File: config.mk
export PLATFORM = sky130hd
export DESIGN_NAME = flash_erase_seq
export DESIGN_NICKNAME = d
export VERILOG_FILES = /design/src/rtl/fes_pkg.sv /design/src/rtl/fes_cmd_decode.sv /design/src/rtl/fes_erase_engine.sv /design/src/rtl/fes_status_mux.sv /design/src/rtl/flash_erase_seq.sv
export SDC_FILE = /design/constraint.sdc
export NUM_CORES = 1
export LEC_CHECK = 0
export ABC_AREA = 1
export CAP_MARGIN = 0
export CORE_AREA = 2 2 59 61
export CTS_BUF_LIST = sky130_fd_sc_hd__clkbuf_4 sky130_fd_sc_hd__clkbuf_8
export DETAILED_ROUTE_END_ITERATION = 8
export DIE_AREA = 0 0 61 63
export GPL_TIMING_DRIVEN = 0
export PLACE_DENSITY = 0.9
export RECOVER_POWER = 25
export REMOVE_ABC_BUFFERS = 1
export SYNTH_ARGS = -nofsm -noshare
export SYNTH_HDL_FRONTEND = slang
export SYNTH_SLANG_ARGS = --single-unit
File: constraint.sdc
create_clock -name clk -period 2.4 [get_ports clk]
set_clock_uncertainty 0.05 [all_clocks]
set_input_delay 0.48 -clock clk [delete_from_list [all_inputs] [get_ports clk]]
set_output_delay 0.48 -clock clk [all_outputs]
set_load 0.05 [all_outputs]
File: src/rtl/fes_pkg.sv
package fes_pkg;
   typedef enum logic [2:0] {
      ENG_ARRAY, ENG_PREPROG, ENG_ERASE, ENG_DONE, ENG_SUSP, ENG_FAIL
   } eng_t;

   typedef enum logic [2:0] {
      SEQ_IDLE, SEQ_U1, SEQ_U2, SEQ_SETUP, SEQ_U4, SEQ_U5
   } seq_t;

   localparam logic [14:0] ADR_FIRST  = 15'h5555;
   localparam logic [14:0] ADR_SECOND = 15'h2AAA;
   localparam logic [7:0]  KEY_FIRST  = 8'hAA;
   localparam logic [7:0]  KEY_SECOND = 8'h55;
   localparam logic [7:0]  CMD_SETUP  = 8'h80;
   localparam logic [7:0]  CMD_CHIP   = 8'h10;
   localparam logic [7:0]  CMD_RESET  = 8'hF0;
   localparam logic [7:0]  CMD_SUSP   = 8'hB0;
   localparam logic [7:0]  CMD_RESUME = 8'h30;
endpackage

File: src/rtl/fes_cmd_decode.sv
module fes_cmd_decode
   import fes_pkg::*;
#(
   parameter int ADDR_W = 16
) (
   input  logic              clk,
   input  logic              rst_n,
   input  logic              en,
   input  logic              wr_en,
   input  logic [ADDR_W-1:0] wr_addr,
   input  logic [7:0]        wr_data,
   output logic              start
);
   seq_t st, st_n;
   logic hit_first, hit_second, at_first;

   assign at_first   = (wr_addr[14:0] == ADR_FIRST);
   assign hit_first  = at_first && (wr_data == KEY_FIRST);
   assign hit_second = (wr_addr[14:0] == ADR_SECOND) && (wr_data == KEY_SECOND);

   always_comb begin
      st_n  = st;
      start = 1'b0;
      if (en && wr_en) begin
         case (st)
            SEQ_IDLE:  st_n = hit_first  ? SEQ_U1 : SEQ_IDLE;
            SEQ_U1:    st_n = hit_second ? SEQ_U2 : SEQ_IDLE;
            SEQ_U2:    st_n = (at_first && wr_data == CMD_SETUP) ? SEQ_SETUP : SEQ_IDLE;
            SEQ_SETUP: st_n = hit_first  ? SEQ_U4 : SEQ_IDLE;
            SEQ_U4:    st_n = hit_second ? SEQ_U5 : SEQ_IDLE;
            SEQ_U5: begin
               st_n  = SEQ_IDLE;
               start = at_first && (wr_data == CMD_CHIP);
            end
            default:   st_n = SEQ_IDLE;
         endcase
      end
   end

   always_ff @(posedge clk) begin
      if (!rst_n) st <= SEQ_IDLE;
      else        st <= st_n;
   end


   seq_moves_on_write_chk: assert property (@(posedge clk) disable iff (!rst_n)
      (st != $past(st)) |-> $past(en && wr_en));
endmodule

File: src/rtl/fes_erase_engine.sv
module fes_erase_engine
   import fes_pkg::*;
#(
   parameter int          PROG_CYCLES  = 64,
   parameter int          ERASE_CYCLES = 256,
   parameter logic [7:0]  INIT_FILL    = 8'hA5
) (
   input  logic       clk,
   input  logic       rst_n,
   input  logic       start,
   input  logic       wr_en,
   input  logic [7:0] wr_data,
   input  logic       force_fail,
   output eng_t       state,
   output logic [7:0] array_byte,
   output logic       ready
);
   localparam int LONGEST = (PROG_CYCLES > ERASE_CYCLES) ? PROG_CYCLES : ERASE_CYCLES;
   localparam int CNT_W   = $clog2(LONGEST + 1);
   localparam logic [CNT_W-1:0] PROG_LAST  = CNT_W'(PROG_CYCLES - 1);
   localparam logic [CNT_W-1:0] ERASE_LAST = CNT_W'(ERASE_CYCLES - 1);

   logic [CNT_W-1:0] cnt;
   logic             susp_in_erase;
   logic             busy, cmd_reset, cmd_susp;

   assign busy      = (state == ENG_PREPROG) || (state == ENG_ERASE);
   assign ready     = !busy;
   assign cmd_reset = wr_en && (wr_data == CMD_RESET);
   assign cmd_susp  = wr_en && (wr_data == CMD_SUSP);

   always_ff @(posedge clk) begin
      if (!rst_n) begin
         state         <= ENG_ARRAY;
         cnt           <= '0;
         array_byte    <= INIT_FILL;
         susp_in_erase <= 1'b0;
      end else begin
         case (state)
            ENG_ARRAY: if (start) begin
               state <= ENG_PREPROG;
               cnt   <= '0;
            end
            ENG_DONE: begin
               if (start) begin
                  state <= ENG_PREPROG;
                  cnt   <= '0;
               end else if (wr_en) begin
                  state <= ENG_ARRAY;
               end
            end
            ENG_PREPROG: begin
               if (cmd_reset) state <= ENG_ARRAY;
               else if (cmd_susp) begin
                  state         <= ENG_SUSP;
                  susp_in_erase <= 1'b0;
               end else if (cnt == PROG_LAST) begin
                  state      <= ENG_ERASE;
                  cnt        <= '0;
                  array_byte <= 8'h00;
               end else cnt <= cnt + 1'b1;
            end
            ENG_ERASE: begin
               if (cmd_reset) state <= ENG_ARRAY;
               else if (cmd_susp) begin
                  state         <= ENG_SUSP;
                  susp_in_erase <= 1'b1;
               end else if (cnt == ERASE_LAST) begin
                  if (force_fail) state <= ENG_FAIL;
                  else begin
                     state      <= ENG_DONE;
                     array_byte <= 8'hFF;
                  end
               end else cnt <= cnt + 1'b1;
            end
            ENG_SUSP: begin
               if (cmd_reset) state <= ENG_ARRAY;
               else if (wr_en && wr_data == CMD_RESUME)
                  state <= susp_in_erase ? ENG_ERASE : ENG_PREPROG;
            end
            ENG_FAIL: if (cmd_reset) state <= ENG_ARRAY;
            default: state <= ENG_ARRAY;
         endcase
      end
   end


   fail_sticky_chk: assert property (@(posedge clk) disable iff (!rst_n)
      (state == ENG_FAIL && !cmd_reset) |=> (state == ENG_FAIL));


   busy_reset_chk: assert property (@(posedge clk) disable iff (!rst_n)
      (busy && cmd_reset) |=> (state == ENG_ARRAY && ready));


   phase_bound_chk: assert property (@(posedge clk) disable iff (!rst_n)
      (state == ENG_ERASE) |-> (cnt <= ERASE_LAST));
endmodule

File: src/rtl/fes_status_mux.sv
module fes_status_mux
   import fes_pkg::*;
#(
   parameter bit DQ2_TOGGLE = 1'b1
) (
   input  logic       clk,
   input  logic       rst_n,
   input  eng_t       state,
   input  logic [7:0] array_byte,
   input  logic       rd_en,
   input  logic       start,
   output logic [7:0] rd_data
);
   logic tog, dq2, busy;

   assign busy = (state == ENG_PREPROG) || (state == ENG_ERASE);

   generate
      if (DQ2_TOGGLE) begin : g_dq2_tog
         assign dq2 = tog;
      end else begin : g_dq2_flat
         assign dq2 = 1'b0;
      end
   endgenerate

   always_ff @(posedge clk) begin
      if (!rst_n)            tog <= 1'b0;
      else if (start)        tog <= 1'b0;
      else if (rd_en && busy) tog <= ~tog;
   end

   always_comb begin
      case (state)
         ENG_PREPROG, ENG_ERASE: rd_data = {1'b0, tog, 3'b000, dq2, 2'b00};
         ENG_DONE, ENG_SUSP:     rd_data = 8'h80;
         ENG_FAIL:               rd_data = 8'h20;
         default:                rd_data = array_byte;
      endcase
   end


   toggle_on_read_chk: assert property (@(posedge clk) disable iff (!rst_n)
      (busy && rd_en) |=> (!busy || rd_data[6] != $past(rd_data[6])));


   fail_flag_chk: assert property (@(posedge clk) disable iff (!rst_n)
      (state == ENG_FAIL) |-> (rd_data[5] && !rd_data[7]));
endmodule

File: src/rtl/flash_erase_seq.sv
module flash_erase_seq
   import fes_pkg::*;
#(
   parameter int         ADDR_W       = 16,
   parameter int         PROG_CYCLES  = 64,
   parameter int         ERASE_CYCLES = 256,
   parameter logic [7:0] INIT_FILL    = 8'hA5,
   parameter bit         DQ2_TOGGLE   = 1'b1
) (
   input  logic              clk,
   input  logic              rst_n,
   input  logic              wr_en,
   input  logic [ADDR_W-1:0] wr_addr,
   input  logic [7:0]        wr_data,
   input  logic              rd_en,
   input  logic              force_fail,
   output logic [7:0]        rd_data,
   output logic              ready
);
   generate
      if (ADDR_W < 15) begin : g_bad_addr
         $error("ADDR_W must cover address bit 14");
      end
      if (PROG_CYCLES < 1 || ERASE_CYCLES < 1) begin : g_bad_len
         $error("phase lengths must be at least one cycle");
      end
   endgenerate

   eng_t       state;
   logic [7:0] array_byte;
   logic       start, dec_en;

   assign dec_en = (state == ENG_ARRAY) || (state == ENG_DONE);

   fes_cmd_decode #(.ADDR_W(ADDR_W)) u_dec (
      .clk(clk), .rst_n(rst_n), .en(dec_en), .wr_en(wr_en),
      .wr_addr(wr_addr), .wr_data(wr_data), .start(start)
   );

   fes_erase_engine #(
      .PROG_CYCLES(PROG_CYCLES), .ERASE_CYCLES(ERASE_CYCLES), .INIT_FILL(INIT_FILL)
   ) u_eng (
      .clk(clk), .rst_n(rst_n), .start(start), .wr_en(wr_en), .wr_data(wr_data),
      .force_fail(force_fail), .state(state), .array_byte(array_byte), .ready(ready)
   );

   fes_status_mux #(.DQ2_TOGGLE(DQ2_TOGGLE)) u_stat (
      .clk(clk), .rst_n(rst_n), .state(state), .array_byte(array_byte),
      .rd_en(rd_en), .start(start), .rd_data(rd_data)
   );


   start_drops_ready_chk: assert property (@(posedge clk) disable iff (!rst_n)
      start |=> !ready);
endmodule

# [After elaboration in Yosys (flattened, before gate mapping)]
# Index checks and enable logic that the tools add are counted.
[totals] inputBits=29 regBits=25 out_inout_bits=9 elab_cells=116
[op_classes] add_sub_neg=1 bitwise=2 n_eq_ne=38 n_mux=45 reduce_logical=24
[op_table] cell="$mux 9" count=7
[op_table] cell="$mux 8" count=7
[op_table] cell="$mux 3" count=15
[op_table] cell="$eq 8x8->1 const B" count=4
[op_table] cell="$pmux 9 s3" count=1
[op_table] cell="$pmux 8 s3" count=1
[op_table] cell="$ne 2x2->1 const B" count=9
[op_table] cell="$pmux 3 s6" count=1
[op_table] cell="$pmux 8 s2" count=1
[op_table] cell="$eq 15x14->1 const B" count=1
[op_table] cell="$eq 15x15->1 const B" count=1
[op_table] cell="$pmux 3 s5" count=1
[op_table] cell="$eq 3x2->1 const B" count=4
[op_table] cell="$eq 3x3->1 const B" count=4
[op_table] cell="$add 9x1->9 const B" count=1
[op_table] cell="$eq 9x6->1 const B" count=1
[op_table] cell="$eq 9x8->1 const B" count=1
[op_table] cell="$logic_and 1x1->1" count=9
[op_table] cell="$eq 8x5->1 const B" count=1
[op_table] cell="$eq 8x6->1 const B" count=1
[op_table] cell="$eq 8x7->1 const B" count=1
[op_table] cell="$ne 2x1->1 const B" count=4
[op_table] cell="$ne 4x2->1 const B" count=2
[op_table] cell="$reduce_and 8->1" count=1
[op_table] cell="16 further kinds" count=31

# [Logic depth before layout (Yosys ltp)]
# Gate-level depths: netlist (run 1).
[logic_depth] ltp_word=6 depth_mapped=14 ltp_nobuf=14

# [By module]
# From an unflattened synthesis (run 1), not the netlist that was laid out.
[unflattened] hier_cells=354 hier_area_um2=2013.2
[by_module_without_submodules] mod="fes_erase_engine" area_each_um2=1308.8 n_inst=1 cells_each=216 seq_area_each_um2=300.3
[by_module_without_submodules] mod="fes_cmd_decode" area_each_um2=459.2 n_inst=1 cells_each=93 seq_area_each_um2=60.1
[by_module_without_submodules] mod="fes_status_mux" area_each_um2=225.2 n_inst=1 cells_each=40 seq_area_each_um2=20.0
[by_module_without_submodules] mod="flash_erase_seq" area_each_um2=20.0 n_inst=1 cells_each=5 seq_area_each_um2=0.0

# [Worst setup path before layout (run 1)]
# No wires, ideal clock.
[synth_path] path_type="register -> output" from="register u_eng.state[1]" to="output rd_data[6]" stages_incl_launch_ff=7 arrival_time_ps=2050 setup_slack_ps=-180 required_time_ps=1870 n_path_buf=0 path_cell_list="dfxtp_1 > inv_1 > nand3_1 > nand2_2 > nor3_1 > inv_1 > o21ai_0"
[synth_via] elab_chain_len=3 elab_cells_between_ends=8 cone_classes="5 x eq/ne; 1 x mux; 2 x reduce/logical"
[synth_lines] item="start, declared" line_no="fes_erase_engine.sv:14" rtl="output eng_t state,"
[synth_lines] item="start signal, assigned" line_no="fes_erase_engine.sv:79" rtl="state <= susp_in_erase ? ENG_ERASE : ENG_PREPROG;"
[synth_lines] item="$eq 3x2->1 (tied with other cells)" line_no="fes_status_mux.sv:33" rtl="case (state)"
[synth_lines] item="$reduce_or 2->1" line_no="fes_status_mux.sv:33"
[synth_lines] item="$pmux 8 s3 *" line_no="fes_status_mux.sv:33"
[synth_lines] item="end, declared" line_no="flash_erase_seq.sv:17" rtl="output logic [7:0] rd_data,"
# Mark *: on every way between the ends. The rest lies on a longest branch, timed or not.

# [Final worst setup path (run 1)]
[layout_path] from="register u_eng.state[0]" to="output ready"
[layout_via] elab_chain_len=3 elab_cells_between_ends=4 cone_classes="2 x eq/ne; 2 x reduce/logical"
[layout_lines] item="$eq 3x1->1 / $eq 3x2->1 (equally long branches)" line_no="fes_erase_engine.sv:27" rtl="assign busy = (state == ENG_PREPROG) || (state == ENG_ERASE);"
[layout_lines] item="$logic_or 1x1->1 *" line_no="fes_erase_engine.sv:27"
[layout_lines] item="$logic_not 1->1 *" line_no="fes_erase_engine.sv:28" rtl="assign ready = !busy;"
[layout_lines] item="end, declared" line_no="flash_erase_seq.sv:18" rtl="output logic ready"
# Marked as above.

==> results of run 1 <==
==> worst min-delay path, cell delays in order (launching register included) <==
cell,delay (ns)
dfxtp_1,0.33
nand2_1,0.06
a21oi_1,0.06
==> state kept, by name, indices dropped and copies added (netlist names) <==
register / flops
u_eng.cnt: 9
u_eng.array_byte: 2
u_stat.dq2: 1
u_dec.st: 3
u_eng.susp_in_erase: 1
u_eng.state: 3
==> worst max path at each step <==
stage / start / to / slack, ns / cells past startpoint
floorplan: u_eng.state[1] / rd_data[1] / -0.95 / 6
global placement: u_eng.state[0] / rd_data[4] / -0.18 / 7
detailed placement: u_eng.state[0] / rd_data[6] / -0.27 / 7
CTS: u_eng.state[1] / rd_data[6] / 0.007 / 7
global route: u_eng.state[0] / rd_data[6] / 0.01 / 7
finish: u_eng.state[0] / ready / 0.13 / 5
==> stage by stage <==
stage | cell area [sq um] | worst slack, ns
after floorplan | 1530 | -0.945
after global placement | 1950 | -0.182
after detailed placement | 1950 | -0.269
after CTS | 1950 | 0.00655
after global routing | 1960 | 0.0131
final | 1960 | 0.132
==> power breakdown <==
part	internal, W	switching [W]
Sequential	0.000374	0.0000539
Clock	0.0000760	0.000101
Combinational	0.000389	0.000978
Total	0.000839	0.00113
==> per-layer routing <==
layer  wire [microns]  part of all wire [%]  GRT usage [%]  up-vias
li1                 -                     -              -      955
met1             1690                    46           28.3      799
met2             1850                    50           40.9       31
met3              141                   3.8           3.93        2
met4               17                  0.46           4.08        0
met5                0                     0              0        -
==> what timing repair did <==
| item | 4_1_cts | 5_1_grt |
|---|---|---|
| hold buffers | 0 | 0 |
| endpoints found under the setup margin | 9 | 8 |
| resized for setup | 48 | 3 |
==> layout make-up <==
type                       instances  area [sq um]
clock buffer                       4          30.0
fill                             331          1270
inverter                          43           161
multi-input combinational        210           993
sequential                        19           384
tap                               46          57.6
timing repair buffer              36           332
==> cell usage after synthesis <==
library cell / instances
nor2_2: 2
a21oi_1: 12
nand3b_1: 1
or2_2: 2
inv_2: 2
clkinv_1: 1
ha_1: 2
nand2_2: 4
o21ai_0: 3
o211ai_1: 1
nand3_1: 22
nand2_1: 71
nor3_2: 1
nand3_2: 3
inv_1: 40
dfxtp_1: 19
nor3_1: 14
nor3b_1: 1
buf_4: 2
nand4_1: 5
nand3_4: 1
a22oi_1: 3
a21boi_0: 2
o21ai_1: 5
o21bai_1: 2
nor2_1: 52
buf_2: 1
a211oi_1: 1
buf_6: 1
==> cells by family after synthesis <==
family,Yosys count,share of synthesized area (%)
flip-flops,19,24.4
buffers and inverters,47,12.3
AO/OA/AOI/OAI,29,10.7
AND/OR/NAND/NOR,179,51.0
adder cells (fa/ha/maj),2,1.60
==> results.md, run 1 <==
* Post-Syn Area at approximately 1600 sq um
* Req. time, crit path at ~1.9 ns
* Die Height at between 60 and 70 microns
* Number of distinct library cells after synthesis at 29
* GPL Wtd Cong at 0.869
* Chip Width at 61 microns
* Antenna diodes at 0
* Final HPWL DP at 3.04 mm
* Slowest cell on the critical path: dlygate4sd2_1
* Worst-margin pin slew at 0.481 ns
* Fin crit share at between 90% and 100%
* Commonest cells after routing, fill and taps aside: nand2_1, nor2_1, inv_1
* Via Count at approximately 1800
* Setup crit end kind: primary output
* Max Slew Vio Count at 0
* Starting Density at 48.3%
* Power Total at 0.00197 W
* Num CTS Buffers at 3
* Static Leakage at 0.877 nW
* WHS Path Cells at 2
* Count of final hold-check violations at 0
* Outcome: completed
* CTS sink cnt at 19
* Final core occ at 60.6%
* Synth top area cells: dfxtp_1, nand2_1, nor2_1
* Crit Path Category: flop to primary output
* Mean Syn Cell Area at 5.66 sq um
* Worst reg2reg path depth at 12
* Area grow syn2layout at 25.4%
* Worst Path Max Fanout at 9
* FF+latch count, synth at 19
* HP Class: flop to flop
* Crit path DAT at 1.74 ns
* Ordered list of cells on the worst path: inv_1, nand3_2, nand2_2, inv_1, dlygate4sd2_1
* Final WL at roughly 3.7 mm
* Post-route ant nets at 0
* Max-cap check violation count at 0
* Seq/Total Area, Yosys at between 20% and 30%
* Fin nets at approximately 340
* R2R Path End: u_eng.state[0]
* TritonCTS clock tree: built
* Final setup viols at 0
* Total Neg Setup Slack at 0 ns
* H-Tree Depth at 1
* Clock buffer depth at 2
* Tmin final at ~2.3 ns
* Slew headroom at 68.1%
* Number of I/O port buffers at 36
* Vias in the first global route at 1751
* Root Buffer: clkbuf_4
* Layout cell share with drive strength beyond 1 at 9.94%
* Post-route insts no fill at 358
* Gr usage total at 22.9%
* Synth top area share at 24.4%
* RSZ-0062 raised after global routing: false
* Worst hold start: u_dec.st[1]
* Critical Path Start Type: flop
* Io pins at 38
* Grt ovf at 0
* Hold slack at 0.435 ns
* Gate Count Post-Synth at 276
* Clk Latency, worst-skew pair at 0.30 ns
* # rows at 21
* Post-CTS Setup Inserts at 0
* Pwr/cell area at slightly above 1000 nW/um^2
* Largest net degree at the start of global routing at 15
* Most numerous cell on the critical path: inv_1
* Commonest non-fill, non-tap cell in the layout: nand2_1
* Placed cells at 354
* Area leader, netlist: dfxtp_1
* Yosys warns at 0
* Vias/cell at 4.99
* Delay-heaviest family, CP: buffers and inverters
* Worst vdd ir at between 0.4 and 0.5 mV
* Core area at roughly 3200 sq um
* Drt pass-1 iters at 4
* Worst path max stage delay at ~0.53 ns
* Drt drc at 0
* First-pass GRT wire length at 7.02 mm
* Antenna violations before repair at 0
* Clock-pin slew on the worst setup and hold paths at 0.11 ns
* Flop2flop setup slack at 0.41 ns
* Fmax at 441 MHz
* Mean routed wirelength per cell at a little over 10 microns
* Die area at 3840 sq um
* Buf/Inv on CP at 3
* Hold EP: u_dec.st[1]
* DRT iter0 DRCs at 120
* Reg2reg start: u_eng.cnt[0]
No activity file was read; power rests on OpenSTA's default activity.
==> inputs of run 2 (changes only) <==
- CORE_AREA: 2 2 59 61 -> 2 2 62 58
- DIE_AREA: 0 0 61 63 -> 0 0 64 60
==> run 2 against run 1 <==
  * Via count decreased by 0.50%
  * Combinational power is 3% higher
  * Count of clock-buffer cells in the layout decreased by 1
  * Global-route usage down 1.9 points
  * Die area barely moved
==> results.md, run 2 (same netlist as run 1, synthesis figures left out) <==
* Pwr/cell area at 1020 nW/um^2
* Final HPWL DP at 3.07 mm
* Die Height at about 60 microns
* Flop2flop setup slack at approximately 0.47 ns
* Starting Density at 48.4%
* Vias/cell at 4.99
* GPL Wtd Cong at between 0.8 and 0.9
* Num CTS Buffers at 3
* R2R Path End: u_eng.state[0]
* Critical Path Start Type: flop
* Drt pass-1 iters at 4
* Slowest cell on the critical path: dlygate4sd2_1
* Cts hold-fix bufs at 0
* Fin nets at 344
* Number of I/O port buffers at 36
* Count of final hold-check violations at 0
* Crit path DAT at roughly 1.7 ns
* Die area at between 3000 and 4000 sq um
* Largest net degree at the start of global routing at 15
* FF+latch area at 384 sq um
* Mean routed wirelength per cell at roughly 11 microns
* Biggest register: u_eng.cnt
* Max Slew Vio Count at 0
* Fill count at 301
* Commonest non-fill, non-tap cell in the layout: nand2_1
* Slew headroom at between 60% and 70%
* Hold EP: u_eng.array_byte[6]
* Placed cells at 352
* # rows at 20
* Worst hold start: u_eng.array_byte[6]
* First-pass GRT wire length at 6.47 mm
* Pre-CTS setup slack at -0.277 ns
* Worst path max stage delay at 0.53 ns
* Largest registers: u_eng.cnt x9, u_dec.st x3, u_eng.state x3
* Post-route insts no fill at 356
* Drt drc at 0
* Clock-pin slew on the worst setup and hold paths at 0.12 ns
* Setup slack after layout at between 0.15 and 0.2 ns
* Multi-input logic area at 1010 sq um
* Worst-margin pin slew at 0.484 ns
* Antenna violations before repair at 0
* Tmin final at 2.22 ns
* Commonest cells after routing, fill and taps aside: nand2_1, nor2_1, inv_1
* Layout cell share with drive strength beyond 1 at 10.6%
* TritonCTS clock tree: built
* Most numerous cell on the critical path: inv_1
* Clock buffer depth at 2
* DRT iter0 DRCs at approximately 110
* Setup crit end kind: primary output
* RSZ-0062 raised after global routing: false
* Worst vdd ir at 0.336 mV
* Req. time, crit path at 1.87 ns
* Root Buffer: clkbuf_4
* Grt ovf at 0
* Post-route ant nets at 0
* Max-cap check violation count at 0
* CTS sink cnt at 19
* Crit Path Category: flop to primary output
* Ordered list of cells on the worst path: inv_1, nand3_4, nand2_4, inv_1, dlygate4sd2_1
* Worst Path Max Fanout at 9
* Outcome: completed
* Max FFs per register at 9
* Worst reg2reg path depth at 12
* Final setup viols at 0
* Antenna diodes at 0
* Chip Width at 64 microns
* Fmax at between 400 and 500 MHz
* Static Leakage at 0.880 nW
* Final WL at 3.84 mm
* Area grow syn2layout at 26.8%
* H-Tree Depth at 1
* Vias in the first global route at ~1600
* HP Class: flop to flop
* Clk Latency, worst-skew pair at 0.30 ns
* Reg2reg start: u_eng.cnt[0]
* WHS Path Cells at 2
* Via Count at about 1800
* Core area at roughly 3200 sq um
* Gr usage total at 21.1%
* Io pins at 38
* Fin crit share at 92.5%
## run 2: cell count changes in the layout (fill, tap and decap cells not counted), sizes merged
cell | before | now
buf | 8 | 7
clkinv | 1 | 2
## run 2: how the worst max path moves through the flow
stage	from	end	slack [ns]	cells after the start
floorplan	u_eng.state[1]	rd_data[1]	-0.95	6
global placement	u_eng.state[1]	rd_data[1]	-0.24	7
detailed placement	u_eng.state[0]	rd_data[1]	-0.28	7
CTS	u_eng.state[2]	rd_data[1]	0.01	7
global route	wr_addr[2]	u_eng.cnt[5]	0.04	11
finish	u_eng.state[0]	ready	0.18	5
## run 2: worst max-delay path, delay by kind of cell, from the launching register on
family / cells / cell delay [ns]
buffers and inverters: 3 / 0.72
DFF: 1 / 0.41
and+or+nand+nor: 2 / 0.24
## run 2: stage by stage
| stage | total power, W | hold slack [ns] | setup TNS, ns | utilization (%) | instance area [sq um] |
|---|---|---|---|---|---|
| floorplan | 0.00146 | 0.379 | -3.02 | - | 1530 |
| global placement | 0.00185 | 0.400 | -1.74 | 60.3 | 1950 |
| detailed placement | 0.00187 | 0.408 | -1.98 | 60.3 | 1950 |
| CTS | 0.00196 | 0.426 | 0 | 60.2 | 1940 |
| global route | 0.00216 | 0.439 | 0 | 61.4 | 1980 |
| finish | 0.00202 | 0.421 | 0 | 61.4 | 1980 |
## run 2: power breakdown
part	switching [W]	internal, W	leakage [nW]	total, W
combinational	0.00101	0.000402	0.707	0.00141
clock	0.000112	0.0000622	0.0177	0.000175
sequential	0.0000599	0.000374	0.155	0.000434
total	0.00118	0.000839	0.880	0.00202
## run 2: timing repair
item,CTS,global route
gates cloned,0,0
pin swaps,0,0
hold endpoints to repair,0,0
setup buffers,0,0
resized for setup,46,14
setup endpoints to repair,9,9
## run 2: metal layers
metal	global-route usage, %	vias to the layer above	share of wire, %
li1	-	952	-
met1	25.0	781	45
met2	39.7	41	50
met3	3.01	4	3.5
met4	5.90	0	0.86
met5	0	-	0
## run 2: cell type report
cell class              instances  share of cell area, %
clock buffers                   3                   1.14
inverters                      43                   8.15
clock inverters                 1                  0.253
well taps                      44                   2.78
flip-flops and latches         19                   19.4
multi-input cells             210                   51.2
repair buffers                 36                   17.1
==> inputs of run 3 (changes only) <==
- clock period: 2.4 -> 2.25 ns (I/O delays scaled with it)
==> run 3 against run 2 <==
  * Total power is 9.3% higher
  * Largest cell class unchanged
  * Global-route usage is 0.12 points higher
  * Non-clock buffer count stayed put
  * Register-to-register slack worse by 0.17 ns
==> results.md, run 3 (same netlist as run 1, synthesis figures left out) <==
* Biggest register: u_eng.cnt
* Worst Path Max Fanout at 9
* Layout cell share with drive strength beyond 1 at 10.9%
* Clock-pin slew on the worst setup and hold paths at 0.12 ns
* Slowest cell on the critical path: clkdlybuf4s15_1
* Worst reg2reg path depth at 12
* Cell area after placement at about 1900 sq um
* Final instance area at approximately 2000 sq um
* Grt ovf at 0
* Outcome: completed
* Req. time, crit path at 1.75 ns
* Fmax at 465 MHz
* Root Buffer: clkbuf_4
* Commonest cells after routing, fill and taps aside: nand2_1, nor2_1, inv_1
* Gr usage total at 21.2%
* R2R Path End: u_eng.state[0]
* Slew headroom at 67.1%
* HP Class: flop to flop
* Number of I/O port buffers at 36
* Post-route insts no fill at 356
* Post-route ant nets at 0
* Fin nets at around 340
* Crit Path Category: flop to primary output
* TritonCTS clock tree: built
* # rows at 20
* Fill count at 298
* Worst-margin pin slew at 0.492 ns
* CTS sink cnt at 19
* Clk Latency, worst-skew pair at approximately 0.3 ns
* Ordered list of cells on the worst path: inv_2, nand3_4, nand2_4, inv_1, clkdlybuf4s15_1
* Hold EP: u_eng.array_byte[6]
* Chip Width at 64 microns
* Largest registers: u_eng.cnt x9, u_dec.st x3, u_eng.state x3
* GPL Wtd Cong at a little under 0.9
* Max FFs per register at 9
* Cts hold-fix bufs at 0
* Hold slack at 0.421 ns
* Commonest non-fill, non-tap cell in the layout: nand2_1
* Final setup viols at 0
* Starting Density at 48.4%
* Worst vdd ir at 0.361 mV
* Num CTS Buffers at 3
* Reg2reg start: u_eng.cnt[0]
* First-pass GRT wire length at 6.50 mm
* Pwr/cell area at 1100 nW/um^2
* Final WL at 3.89 mm
* Mean routed wirelength per cell at around 11 microns
* Via Count at 1769
* Static Leakage at 0.886 nW
* Fin crit share at around 96%
* Worst hold start: u_eng.array_byte[6]
* DRT iter0 DRCs at 136
* Antenna violations before repair at 0
* Count of final hold-check violations at 0
* Vias/cell at slightly below 5
* Core area at between 3000 and 4000 sq um
* Largest net degree at the start of global routing at 15
* H-Tree Depth at 1
* Placed cells at 352
* Max-cap check violation count at 0
* Io pins at 38
* Critical Path Start Type: flop
* Clock buffer depth at 2
* Worst path max stage delay at around 0.50 ns
* Drt drc at 0
* Die area at 3840 sq um
* Final HPWL DP at approximately 3.1 mm
* RSZ-0062 raised after global routing: false
* Vias in the first global route at 1561
* WHS Path Cells at 2
* Crit path DAT at 1.65 ns
* Die Height at 60 microns
* Total Neg Setup Slack at 0 ns
* Drt pass-1 iters at 4
* Antenna diodes at 0
* Flop2flop setup slack at around 0.30 ns
* Setup crit end kind: primary output
* Area grow syn2layout at 28.5%
* Final core occ at between 60% and 70%
* Max Slew Vio Count at 0
* Tmin final at 2.15 ns
-- run 3: changes by cell type in the layout (fill, tap and decap cells not counted), sizes merged --
cell | before | now
dlygate4sd2 | 1 | 0
buf | 7 | 8
clkdlybuf4s15 | 0 | 1
dlygate4sd3 | 2 | 1
clkdlybuf4s50 | 25 | 26
clkbuf | 4 | 3
-- run 3: area by class of cell --
class	count	area, sq um	share of cell area (%)
tap	44	55.1	2.74
sequential	19	389	19.4
inverter	43	161	8.04
timing repair buffer	36	347	17.3
clock buffer	3	22.5	1.12
clock inverter	1	5.00	0.249
multi-input combinational	210	1030	51.2
-- run 3: how the worst max path moves through the flow --
stage | from | endpoint | slack, ns | cells after the start
floorplan | u_eng.state[1] | rd_data[1] | -1.07 | 6
global placement | u_eng.state[1] | rd_data[1] | -0.36 | 7
detailed placement | u_eng.state[0] | rd_data[1] | -0.40 | 7
CTS | u_eng.state[1] | ready | 0.004 | 5
global route | u_eng.state[1] | rd_data[2] | 0.02 | 7
finish | u_eng.state[2] | ready | 0.10 | 5
-- run 3: timing repair --
action,4_1_cts,5_1_grt
resized for setup,57,9
endpoints found under the hold margin,0,0
setup buffers,0,0
pin swaps,0,0
setup endpoints to repair,9,10
-- run 3: per-stage QoR --
stage                     power (W)  worst slack, ns
after floorplan             0.00156            -1.07
after global placement      0.00198           -0.362
after detailed placement    0.00200           -0.397
after CTS                   0.00214          0.00375
after global routing        0.00237           0.0224
final                       0.00220            0.100
-- run 3: per-layer routing --
metal / up-vias / part of all wire (%) / global-route usage (%)
li1: 949 / - / -
met1: 775 / 46 / 25.1
met2: 38 / 50 / 40.0
met3: 7 / 3.1 / 3.01
met4: 0 / 1.1 / 5.90
met5: - / 0 / 0
-- run 3: critical path, delay by kind of cell (launching register included) --
family                 cells  cell delay (ns)
buffers and inverters      3             0.69
DFF                        1             0.39
and+or+nand+nor            2             0.26
-- run 3: where the power goes --
group / leakage (nW) / total (W) / switching (W) / internal, W
Sequential: 0.156 / 0.000470 / 0.0000638 / 0.000407
Clock: 0.0177 / 0.000183 / 0.000117 / 0.0000662
Combinational: 0.712 / 0.00155 / 0.00109 / 0.000457
Total: 0.886 / 0.00220 / 0.00127 / 0.000930
